===== config.mk =====
export PLATFORM = sky130hd
export DESIGN_NAME = gearbox_fifo
export DESIGN_NICKNAME = d
export VERILOG_FILES = /design/src/rtl/gearbox_pkg.sv /design/src/rtl/gbx_pack.sv /design/src/rtl/gbx_unpack.sv /design/src/rtl/gbx_mem_port.sv /design/src/rtl/gbx_prefetch.sv /design/src/rtl/gearbox_fifo.sv
export SDC_FILE = /design/constraint.sdc
export NUM_CORES = 1
export LEC_CHECK = 0
export ABC_AREA = 1
export BUFFER_PORTS_ARGS = -buffer_cell sky130_fd_sc_hd__buf_4
export CAP_MARGIN = 25
export CORE_MARGIN = 2
export CORE_UTILIZATION = 58
export DETAILED_ROUTE_END_ITERATION = 6
export PLACE_DENSITY_LB_ADDON = 0.08
export SLEW_MARGIN = 0
export SYNTH_ARGS = -nofsm -noshare
export SYNTH_HDL_FRONTEND = slang
export SYNTH_HIERARCHICAL = 1
export SYNTH_SLANG_ARGS = --single-unit

===== constraint.sdc =====
create_clock -name clk -period 3.1 [get_ports clk]
set_clock_uncertainty 0.1 [all_clocks]
set_input_delay 0.465 -clock clk [delete_from_list [all_inputs] [get_ports clk]]
set_output_delay 0.465 -clock clk [all_outputs]
set_load 0.05 [all_outputs]

===== src/rtl/gearbox_pkg.sv =====
package gearbox_pkg;
    // Width of an index over n items (at least one bit).
    function automatic int idx_w(input int n);
        return (n > 1) ? $clog2(n) : 1;
    endfunction

    // Width of a counter that must hold the value n.
    function automatic int cnt_w(input int n);
        return $clog2(n + 1);
    endfunction
endpackage


===== src/rtl/gbx_pack.sv =====
module gbx_pack
    import gearbox_pkg::*;
#(
    parameter int WIDE_W = 32,
    parameter int RATIO  = 4,
    localparam int NW    = WIDE_W / RATIO,
    localparam int LW    = idx_w(RATIO)
) (
    input  logic              clk,
    input  logic              rst_n,
    input  logic              load_i,
    input  logic [NW-1:0]     data_i,
    output logic              commit_o,
    output logic [WIDE_W-1:0] word_o
);
    typedef struct packed {
        logic [LW-1:0]     lane;
        logic [WIDE_W-1:0] acc;
    } pack_t;

    pack_t st_q, st_d;
    logic [WIDE_W-1:0] merged;

    always_comb begin
        st_d     = st_q;
        merged   = st_q.acc;
        merged[st_q.lane*NW +: NW] = data_i;
        commit_o = 1'b0;
        if (load_i) begin
            if (st_q.lane == LW'(RATIO - 1)) begin
                commit_o  = 1'b1;
                st_d.lane = '0;
                st_d.acc  = '0;
            end else begin
                st_d.lane = st_q.lane + LW'(1);
                st_d.acc  = merged;
            end
        end
    end

    assign word_o = merged;

    always_ff @(posedge clk or negedge rst_n) begin
        if (!rst_n) st_q <= '0;
        else        st_q <= st_d;
    end

    // the fill lane never passes the last lane of a group
    a_r2_lane_range: assert property (@(posedge clk) disable iff (!rst_n)
        int'(st_q.lane) < RATIO);
endmodule


===== src/rtl/gbx_unpack.sv =====
module gbx_unpack
    import gearbox_pkg::*;
#(
    parameter int WIDE_W = 32,
    parameter int RATIO  = 4,
    localparam int NW    = WIDE_W / RATIO,
    localparam int LW    = idx_w(RATIO)
) (
    input  logic              clk,
    input  logic              rst_n,
    input  logic              take_i,
    input  logic [WIDE_W-1:0] head_i,
    output logic              pop_o,
    output logic [NW-1:0]     lane_o
);
    typedef struct packed {
        logic [LW-1:0] lane;
    } unpack_t;

    unpack_t st_q, st_d;

    always_comb begin
        st_d   = st_q;
        pop_o  = 1'b0;
        lane_o = head_i[st_q.lane*NW +: NW];
        if (take_i) begin
            if (st_q.lane == LW'(RATIO - 1)) begin
                pop_o     = 1'b1;
                st_d.lane = '0;
            end else begin
                st_d.lane = st_q.lane + LW'(1);
            end
        end
    end

    always_ff @(posedge clk or negedge rst_n) begin
        if (!rst_n) st_q <= '0;
        else        st_q <= st_d;
    end

    // the read lane stays inside one wide word
    a_r3_lane_range: assert property (@(posedge clk) disable iff (!rst_n)
        int'(st_q.lane) < RATIO);
endmodule


===== src/rtl/gbx_mem_port.sv =====
module gbx_mem_port
    import gearbox_pkg::*;
#(
    parameter int WIDE_W  = 32,
    parameter int AW      = 3,
    parameter bit MEM_REG = 1'b0,
    localparam int LAT    = MEM_REG ? 3 : 1
) (
    input  logic              clk,
    input  logic              rst_n,
    input  logic              we_i,
    input  logic [AW-1:0]     waddr_i,
    input  logic [WIDE_W-1:0] wdata_i,
    input  logic              re_i,
    input  logic [AW-1:0]     raddr_i,
    output logic              mem_we,
    output logic [AW-1:0]     mem_waddr,
    output logic [WIDE_W-1:0] mem_wdata,
    output logic              mem_re,
    output logic [AW-1:0]     mem_raddr,
    input  logic [WIDE_W-1:0] mem_rdata,
    output logic              rvalid_o,
    output logic [WIDE_W-1:0] rdata_o,
    output logic [1:0]        inflight_o
);
    // Valid pipe: one bit per read on its way back from memory.
    logic [LAT-1:0] vp_q, vp_d;

    always_comb begin
        vp_d       = LAT'({vp_q, re_i});
        inflight_o = '0;
        for (int i = 0; i < LAT; i++) begin
            inflight_o = inflight_o + 2'(vp_q[i]);
        end
    end

    always_ff @(posedge clk or negedge rst_n) begin
        if (!rst_n) vp_q <= '0;
        else        vp_q <= vp_d;
    end

    assign rvalid_o = vp_q[LAT-1];

    if (MEM_REG) begin : g_reg
        typedef struct packed {
            logic              we;
            logic [AW-1:0]     waddr;
            logic [WIDE_W-1:0] wdata;
            logic              re;
            logic [AW-1:0]     raddr;
            logic [WIDE_W-1:0] rdata;
        } stage_t;

        stage_t stg_q, stg_d;

        always_comb begin
            stg_d.we    = we_i;
            stg_d.waddr = waddr_i;
            stg_d.wdata = wdata_i;
            stg_d.re    = re_i;
            stg_d.raddr = raddr_i;
            stg_d.rdata = mem_rdata;
        end

        always_ff @(posedge clk or negedge rst_n) begin
            if (!rst_n) stg_q <= '0;
            else        stg_q <= stg_d;
        end

        assign mem_we    = stg_q.we;
        assign mem_waddr = stg_q.waddr;
        assign mem_wdata = stg_q.wdata;
        assign mem_re    = stg_q.re;
        assign mem_raddr = stg_q.raddr;
        assign rdata_o   = stg_q.rdata;

        // returned data lines up with a read issued three cycles before
        a_r11_return_lat3: assert property (@(posedge clk) disable iff (!rst_n)
            rvalid_o |-> $past(re_i, 3));
        // the memory write strobe is the internal strobe one cycle late
        a_r11_we_delayed: assert property (@(posedge clk) disable iff (!rst_n)
            we_i |=> mem_we);
    end else begin : g_direct
        assign mem_we    = we_i;
        assign mem_waddr = waddr_i;
        assign mem_wdata = wdata_i;
        assign mem_re    = re_i;
        assign mem_raddr = raddr_i;
        assign rdata_o   = mem_rdata;

        // returned data lines up with a read issued one cycle before
        a_r11_return_lat1: assert property (@(posedge clk) disable iff (!rst_n)
            rvalid_o |-> $past(re_i));
    end
endmodule


===== src/rtl/gbx_prefetch.sv =====
module gbx_prefetch
    import gearbox_pkg::*;
#(
    parameter int WIDE_W  = 32,
    parameter int DEPTH_B = 2,
    localparam int PW     = idx_w(DEPTH_B),
    localparam int BCW    = cnt_w(DEPTH_B)
) (
    input  logic              clk,
    input  logic              rst_n,
    input  logic              push_i,
    input  logic [WIDE_W-1:0] push_data_i,
    input  logic              pop_i,
    output logic [WIDE_W-1:0] head_o,
    output logic [BCW-1:0]    cnt_o
);
    typedef struct packed {
        logic [DEPTH_B-1:0][WIDE_W-1:0] slot;
        logic [PW-1:0]                  head;
        logic [PW-1:0]                  tail;
        logic [BCW-1:0]                 cnt;
    } pbuf_t;

    pbuf_t st_q, st_d;

    always_comb begin
        st_d = st_q;
        if (push_i) begin
            st_d.slot[st_q.tail] = push_data_i;
            st_d.tail = (st_q.tail == PW'(DEPTH_B - 1)) ? '0 : st_q.tail + PW'(1);
        end
        if (pop_i) begin
            st_d.head = (st_q.head == PW'(DEPTH_B - 1)) ? '0 : st_q.head + PW'(1);
        end
        case ({push_i, pop_i})
            2'b10:   st_d.cnt = st_q.cnt + BCW'(1);
            2'b01:   st_d.cnt = st_q.cnt - BCW'(1);
            default: st_d.cnt = st_q.cnt;
        endcase
    end

    assign head_o = st_q.slot[st_q.head];
    assign cnt_o  = st_q.cnt;

    always_ff @(posedge clk or negedge rst_n) begin
        if (!rst_n) st_q <= '0;
        else        st_q <= st_d;
    end

    // data coming back from memory always finds a free slot
    a_r10_no_overflow: assert property (@(posedge clk) disable iff (!rst_n)
        push_i |-> (int'(st_q.cnt) < DEPTH_B));
    // a word leaves the buffer only if one is held
    a_r9_no_underflow: assert property (@(posedge clk) disable iff (!rst_n)
        pop_i |-> (st_q.cnt != '0));
endmodule


===== src/rtl/gearbox_fifo.sv =====
module gearbox_fifo
    import gearbox_pkg::*;
#(
    parameter int WIDE_W   = 32,
    parameter int RATIO    = 4,
    parameter bit UNPACK   = 1'b0,
    parameter int DEPTH    = 8,
    parameter int AF_LEVEL = 2,
    parameter bit MEM_REG  = 1'b0,
    localparam int NW      = WIDE_W / RATIO,
    localparam int IN_W    = UNPACK ? WIDE_W : NW,
    localparam int OUT_W   = UNPACK ? NW : WIDE_W,
    localparam int AW      = idx_w(DEPTH)
) (
    input  logic              clk,
    input  logic              rst_n,
    input  logic              wr_req,
    input  logic [IN_W-1:0]   wr_data,
    input  logic              rd_req,
    output logic [OUT_W-1:0]  rd_data,
    output logic              full,
    output logic              empty,
    output logic              almost_full,
    output logic              mem_we,
    output logic [AW-1:0]     mem_waddr,
    output logic [WIDE_W-1:0] mem_wdata,
    output logic              mem_re,
    output logic [AW-1:0]     mem_raddr,
    input  logic [WIDE_W-1:0] mem_rdata
);
    localparam int CW   = cnt_w(DEPTH);
    localparam int BUFD = MEM_REG ? 4 : 2;
    localparam int BCW  = cnt_w(BUFD);

    typedef struct packed {
        logic [AW-1:0]    wptr;
        logic [AW-1:0]    rptr;
        logic [CW-1:0]    mcnt;   // written, not yet read from memory
        logic [CW-1:0]    occ;    // entries held, not yet released
        logic [OUT_W-1:0] out;
    } top_t;

    top_t st_q, st_d;

    logic              load_ok, take, commit, pop, pf, rvalid;
    logic [WIDE_W-1:0] word, head, rdata_in;
    logic [OUT_W-1:0]  sel_data;
    logic [BCW-1:0]    buf_cnt;
    logic [1:0]        inflight;

    assign full        = (st_q.occ == CW'(DEPTH));
    assign almost_full = (DEPTH - int'(st_q.occ)) <= AF_LEVEL;
    assign empty       = (buf_cnt == '0);
    assign load_ok     = wr_req && !full;
    assign take        = rd_req && !empty;
    assign pf          = (st_q.mcnt != '0) && ((int'(buf_cnt) + int'(inflight)) < BUFD);
    assign rd_data     = st_q.out;

    if (UNPACK) begin : g_unpack
        assign commit = load_ok;
        assign word   = wr_data;
        gbx_unpack #(.WIDE_W(WIDE_W), .RATIO(RATIO)) u_unpack (
            .clk    (clk),
            .rst_n  (rst_n),
            .take_i (take),
            .head_i (head),
            .pop_o  (pop),
            .lane_o (sel_data)
        );
    end else begin : g_pack
        gbx_pack #(.WIDE_W(WIDE_W), .RATIO(RATIO)) u_pack (
            .clk      (clk),
            .rst_n    (rst_n),
            .load_i   (load_ok),
            .data_i   (wr_data),
            .commit_o (commit),
            .word_o   (word)
        );
        assign pop      = take;
        assign sel_data = head;
    end

    gbx_mem_port #(.WIDE_W(WIDE_W), .AW(AW), .MEM_REG(MEM_REG)) u_mem (
        .clk        (clk),
        .rst_n      (rst_n),
        .we_i       (commit),
        .waddr_i    (st_q.wptr),
        .wdata_i    (word),
        .re_i       (pf),
        .raddr_i    (st_q.rptr),
        .mem_we     (mem_we),
        .mem_waddr  (mem_waddr),
        .mem_wdata  (mem_wdata),
        .mem_re     (mem_re),
        .mem_raddr  (mem_raddr),
        .mem_rdata  (mem_rdata),
        .rvalid_o   (rvalid),
        .rdata_o    (rdata_in),
        .inflight_o (inflight)
    );

    gbx_prefetch #(.WIDE_W(WIDE_W), .DEPTH_B(BUFD)) u_buf (
        .clk         (clk),
        .rst_n       (rst_n),
        .push_i      (rvalid),
        .push_data_i (rdata_in),
        .pop_i       (pop),
        .head_o      (head),
        .cnt_o       (buf_cnt)
    );

    always_comb begin
        st_d = st_q;
        if (commit) begin
            st_d.wptr = (st_q.wptr == AW'(DEPTH - 1)) ? '0 : st_q.wptr + AW'(1);
        end
        if (pf) begin
            st_d.rptr = (st_q.rptr == AW'(DEPTH - 1)) ? '0 : st_q.rptr + AW'(1);
        end
        case ({commit, pf})
            2'b10:   st_d.mcnt = st_q.mcnt + CW'(1);
            2'b01:   st_d.mcnt = st_q.mcnt - CW'(1);
            default: st_d.mcnt = st_q.mcnt;
        endcase
        case ({commit, pop})
            2'b10:   st_d.occ = st_q.occ + CW'(1);
            2'b01:   st_d.occ = st_q.occ - CW'(1);
            default: st_d.occ = st_q.occ;
        endcase
        if (take) begin
            st_d.out = sel_data;
        end
    end

    always_ff @(posedge clk or negedge rst_n) begin
        if (!rst_n) st_q <= '0;
        else        st_q <= st_d;
    end

    // nothing reaches memory while the queue is full
    a_r8_no_commit_when_full: assert property (@(posedge clk) disable iff (!rst_n)
        full |-> !commit);
    // occupancy never passes the depth
    a_r6_occ_bound: assert property (@(posedge clk) disable iff (!rst_n)
        int'(st_q.occ) <= DEPTH);
    // an entry is released only while data is ready
    a_r9_pop_needs_data: assert property (@(posedge clk) disable iff (!rst_n)
        pop |-> !empty);
    // without an accepted extract the output holds
    a_r4_output_holds: assert property (@(posedge clk) disable iff (!rst_n)
        !take |=> $stable(rd_data));
    // full always implies almost full
    a_r7_af_with_full: assert property (@(posedge clk) disable iff (!rst_n)
        full |-> almost_full);
endmodule


==> results of run 1 <==
synthesized netlist by cell type, types with 5 or more instances:
library cell    n
clkbuf_1       13
dfrtp_1       149
buf_6           9
ha_1           19
o21ai_2        36
o21ai_0        74
nand2_2        11
xnor2_1         5
nor2_1         19
o21ai_1        10
nand3_1        14
inv_1         101
nand4_1        11
buf_2           9
buf_4         112
nand2_1       385
flip-flops by register name (all words and copies together) (netlist names):
name                flops
u_buf/st_q             66
g_pack.u_pack/st_q     34
rd_data                32
st_q                   14
u_buf/cnt_o             2
u_mem/rvalid_o          1
cells by family after synthesis:
| kind of cell | after synthesis |
|---|---|
| AND/OR/NAND/NOR | 448 |
| adder cells (fa/ha/maj) | 21 |
| other | 1 |
| AO/OA/AOI/OAI | 124 |
| XOR/XNOR | 9 |
| flip-flops | 149 |
| buffers and inverters | 249 |
per-layer routing:
metal	share of wire (%)	up-vias	GRT usage, %
met2	46	108	33.8
met4	0.77	0	5.53
li1	-	2988	-
met1	49	2676	31.7
met3	4.0	10	5.43
met5	0	-	0
layout by cell type, fill, tap and decap left out, drive strengths merged:
master	netlist	routed
nand2	396	396
dfrtp	149	149
buf	131	129
o21ai	120	120
inv	105	105
nor2	23	23
clkbuf	13	23
ha	19	19
nand3	16	16
nand4	11	11
xnor2	5	5
clkinv	0	5
a21oi	4	4
xor2	4	4
fa	2	2
bufinv	0	2
nor3	1	1
clkinvlp	0	1
dlygate4sd3	0	1
or2	1	1
conb	1	1
timing repair:
action | CTS | global route
endpoints found under the hold margin | 69 | 0
hold buffers | 1 | 0
buffers inserted | 0 | 0
power by group:
| group | internal (mW) | leakage, nW | switching (mW) |
|---|---|---|---|
| logic | 1.79 | 2.72 | 3.86 |
| clock network | 1.31 | 0.301 | 0.771 |
| registers | 2.87 | 1.88 | 0.592 |
| total | 5.96 | 4.91 | 5.22 |
stage by stage:
stage	instances	total power, mW
after floorplan	1001	8.35
after global placement	1164	8.99
after detailed placement	1165	9.11
after CTS	1197	11.2
after global routing	1198	12.0
final	1198	11.2
worst min path at each step:
stage	endpoint	slack, ps	from
global route	u_buf/st_q[30]$_DFFE_PN0P_	200	mem_rdata[26]
floorplan	g_pack.u_pack/st_q[0]$_DFFE_PN0P_	70	rst_n
CTS	u_buf/st_q[30]$_DFFE_PN0P_	190	mem_rdata[26]
finish	u_buf/st_q[29]$_DFFE_PN0P_	210	mem_rdata[25]
global placement	g_pack.u_pack/st_q[5]$_DFFE_PN0P_	360	g_pack.u_pack/st_q[5]$_DFFE_PN0P_
detailed placement	g_pack.u_pack/st_q[9]$_DFFE_PN0P_	370	g_pack.u_pack/st_q[9]$_DFFE_PN0P_
worst max-delay path: stages, from the launching register on:
cell     delay (ps)
dfrtp_1         390
inv_1           110
ha_1            240
nand2_1          80
nor2_1           50
nor2_1          220
nand2_1          90
inv_1           140
inv_1           140
ha_1            260
nor2_1          200
nor2_4           70
ha_1            190
a21oi_1         140
xor2_1          150
o21ai_0          80
layout make-up:
class                           count  area, µm²
Clock buffer                       23        508
Clock inverter                      8       96.3
Fill cell                        1224       4870
Inverter                          105        394
Multi-Input combinational cell    603       2930
Sequential cell                   149       3730
Tap cell                          180        225
Timing Repair Buffer              130       1020
==> flow_summary.ini, run 1 <==
[run_status]
status = finished, final reports clean

[placement]
place_area_um2 = 8270
numPortBuffers = 118
pre_cts_ws_ps = 305
place_hpwl_mm = 10.3
gp_congestion = 0.818

[global_route]
first_global_vias = 5272
track_usage_pct = 22.1
grt_max_degree = 73
antenna_found_initial = 0
overflow = 0
grt_first_pass_wirelength_mm = 25.7

[die]
start_util_pct = 58.7
fp-row-count = 43
dieArea_um2 = 14900
core-area_um2 = 13800
die_x_um = 122
chipHeight_um = 122
pin_count = 119

[yosys]
synth_top_cell_by_area = dfrtp_1
yosysWarnings = 6
synth_cell_types = 27
avgSynthCellArea_um2 = 8.08
synthArstFlopShare_pct = 100
synth_top_area_share_pct = 46.1
synth_area_leaders = dfrtp_1, nand2_1, buf_4
synth_top_family_by_area = simple AND/OR/NAND/NOR gates
synth_compound_area_share_pct = 9.35
yosysSeqAreaShare_pct = 46.1
synthesis.area_um2 = 8090
synth-simple-area-share_pct = 22.4
ys_ff_latch = 149
synthesis.nets = 1066
synth_ff_type = dfrtp_1
yosys-mux-area-fraction_pct = 0
synth_edf_count = 0
synth-xor-area-share_pct = 0.975
synthCells = 1001
synth_fa_ha_area_share_pct = 3.43

[sta]
final.setup.tns_ps = 0
max_freq_ghz = 0.359
final.min_clock_period_ps = 2790
rsz0062_at_grt = no
whs_ps = 208
finalHoldViolations = 0
setup_violations = 0
fin_crit_sh_pct = 90.0
worst_slew_pin_slew_ps = 917
drv_slew = 0
max_slew_margin_pct = 38.6
layout_setup_ws_ps = 311

[clock_network]
cts.path.max_buffers = 2
clk_pin_slew_ps = 60
htree_levels = 4
clock_latency_ps = 410
cts.sinks = 149
cts_resized = 0
cts_buffers = 17
cts_tree = done
cts_root_buf = clkbuf_16

[detailed_routing]
wl_mm = 15.5
first_pass_iters = 7
wl_per_cell_um = 12.9
ant_nets = 0
vias_per_cell = 4.83
first_iter_violations = 458
drc = 0
vias = 5782

[critical_path]
startpoint = st_q[32]$_DFFE_PN0P_
path_max_fanout = 6
crit_path_end = st_q[38]$_DFFE_PN0P_
criticalPathCategory = reg2reg
worstPathRequired_ps = 3290
r2r_start = st_q[32]$_DFFE_PN0P_
r2r-end = st_q[38]$_DFFE_PN0P_
r2r_cells = 15
end_kind = flip-flop
regToRegSetupSlack_ps = 310
arrival_ps = 2980
startpoint_type = flip-flop

[finish]
area_growth_pct = 10.2
antenna_cells = 0
final_nets = 1071
final_util_pct = 64.7
final_cell_area_um2 = 8910
drive_gt1_share_pct = 21.6

[job]
cap_violations = 0

[power_and_ir_drop]
peakVddDrop_v = 0.000858
power.density_nw_per_um2 = 1260
power_leakage_nw = 4.91

[min_path]
hold_path.class = in2reg
worstHoldPathCells = 3
Note: power is estimated with default switching activity, not from simulation.
==> inputs of run 2 (changes only) <==
- CORE_UTILIZATION: 58 -> 45
==> run 2 against run 1 <==
Compared with the run above:
- clock-buffer cell count down 6
- global-route usage down 4.3 points
- sequential cell count unchanged
- wire length up 4.8%
- fmax down 1.4%
- clock power up 7%
- first-iteration DRC count down 30%
- final cell count up 4.4%
- critical path type is now reg2out
- largest cell class unchanged
- highest routed layer unchanged
==> flow_summary.ini, run 2 (synthesized netlist as in run 1, its figures left out) <==
[detailed_routing]
vias_per_cell = 4.55
ant_nets = 0
wl_per_cell_um = 13.0
wl_mm = 16.2
drc = 0
first_pass_iters = 6
first_iter_violations = 319
vias = 5697

[sta]
final.min_clock_period_ps = 2830
max_slew_margin_pct = 45.1
setup_violations = 0
layout_setup_ws_ps = 272
rsz0062_at_grt = no
max_freq_ghz = 0.354
finalHoldViolations = 0
fin_crit_sh_pct = 91.2
drv_slew = 0
final.setup.tns_ps = 0
worst_slew_pin_slew_ps = 823

[finish]
n_fill_cell = 1803
area_growth_pct = 11.5
regMostFlops = u_buf/st_q
fin_cells = 1251
largest_reg_flops = 66
final_common_cell = nand2_1
antenna_cells = 0
drive_gt1_share_pct = 22.0
final_nets = 1074
final_cell_mix = nand2_1, dfrtp_1, buf_4, inv_1, o21ai_0

[global_route]
grt_max_degree = 67
antenna_found_initial = 0
overflow = 0
track_usage_pct = 17.7
grt_first_pass_wirelength_mm = 27.4
first_global_vias = 5507

[clock_network]
post-cts-setup-buffers = 0
cts_root_buf = clkbuf_16
clk_pin_slew_ps = 70
htree_levels = 4
cts_buffers = 17
cts.path.max_buffers = 2
cts_tree = done
clock_latency_ps = 420
cts.sinks = 149

[critical_path]
worstPathRequired_ps = 2530
startpoint_type = flip-flop
arrival_ps = 2260
end_kind = primary output
criticalPathCategory = reg2out
path_max_fanout = 12

[die]
core-area_um2 = 17800
chipHeight_um = 138
pin_count = 119
die_x_um = 138
dieArea_um2 = 19100
fp-row-count = 49
start_util_pct = 45.5

[power_and_ir_drop]
power_leakage_nw = 4.92
power.density_nw_per_um2 = 1250
peakVddDrop_v = 0.000936

[placement]
pre_cts_ws_ps = 370
place_hpwl_mm = 11.0
numPortBuffers = 118
placed_cells = 1217
gp_congestion = 0.781

[min_path]
hold_path.class = in2reg

[run_status]
status = finished, final reports clean

[job]
cap_violations = 0
## run 2: changes by cell type in the layout (fill, tap and decap cells not counted), sizes merged
| cell | before | now |
|---|---|---|
| inv | 105 | 112 |
| clkbuf | 23 | 17 |
| buf | 129 | 132 |
| clkinv | 5 | 2 |
| bufinv | 2 | 4 |
| clkinvlp | 1 | 2 |
## run 2: stage by stage
step	utilization [%]	total power [mW]	area, µm²	hold slack (ps)
CTS	50.6	11.4	8990	185
floorplan	-	8.35	8090	69.4
finish	50.7	11.3	9020	204
global placement	46.9	9.11	8340	361
detailed placement	46.9	9.15	8340	367
global route	50.7	12.2	9020	198
## run 2: per-layer routing
| metal | GRT usage (%) | wire length (µm) |
|---|---|---|
| met4 | 5.16 | 197 |
| met1 | 24.7 | 7800 |
| met3 | 3.98 | 656 |
| met5 | 0 | 0 |
| met2 | 28.0 | 7550 |
## run 2: final cells by class
| cell class | count | area [µm²] | area share (%) |
|---|---|---|---|
| Clock inverter | 15 | 215 | 2.39 |
| Multi-Input combinational cell | 603 | 2930 | 32.5 |
| Sequential cell | 149 | 3730 | 41.4 |
| Tap cell | 229 | 287 | 3.18 |
| Timing Repair Buffer | 133 | 1030 | 11.4 |
| Inverter | 105 | 394 | 4.37 |
| Clock buffer | 17 | 425 | 4.72 |
## run 2: final timing paths
kind | from | to | slack [ps] | cells past startpoint
worst max-delay path | g_pack.u_pack/st_q[32]$_DFFE_PN0P_ | mem_wdata[28] | 270 | 6
worst min-delay path | mem_rdata[18] | u_buf/st_q[22]$_DFFE_PN0P_ | 200 | 3
worst max register to register | st_q[32]$_DFFE_PN0P_ | st_q[38]$_DFFE_PN0P_ | 360 | 15
worst min register to register | rd_data[8]$_DFFE_PN0N_ | rd_data[8]$_DFFE_PN0N_ | 380 | 2
max in group asynchronous | rst_n | g_pack.u_pack/st_q[32]$_DFFE_PN0P_ | 1600 | 3
min in group asynchronous | rst_n | st_q[36]$_DFFE_PN0P_ | 470 | 2
## run 2: critical path, stage by stage (launching register included)
cell	delay (ps)
dfrtp_2	530
inv_1	100
ha_1	460
inv_1	120
nand3_2	210
o21ai_2	210
buf_4	220
## run 2: report_power, final
group	internal [mW]	switching, mW	total, mW
combinational	1.79	3.82	5.60
sequential	2.86	0.611	3.48
clock	1.37	0.860	2.23
total	6.02	5.29	11.3
## run 2: what timing repair did
action | CTS | global route
hold buffers | 1 | 0
endpoints found under the hold margin | 63 | 0
setup endpoints to repair | 0 | 7
gates resized for setup | 0 | 1
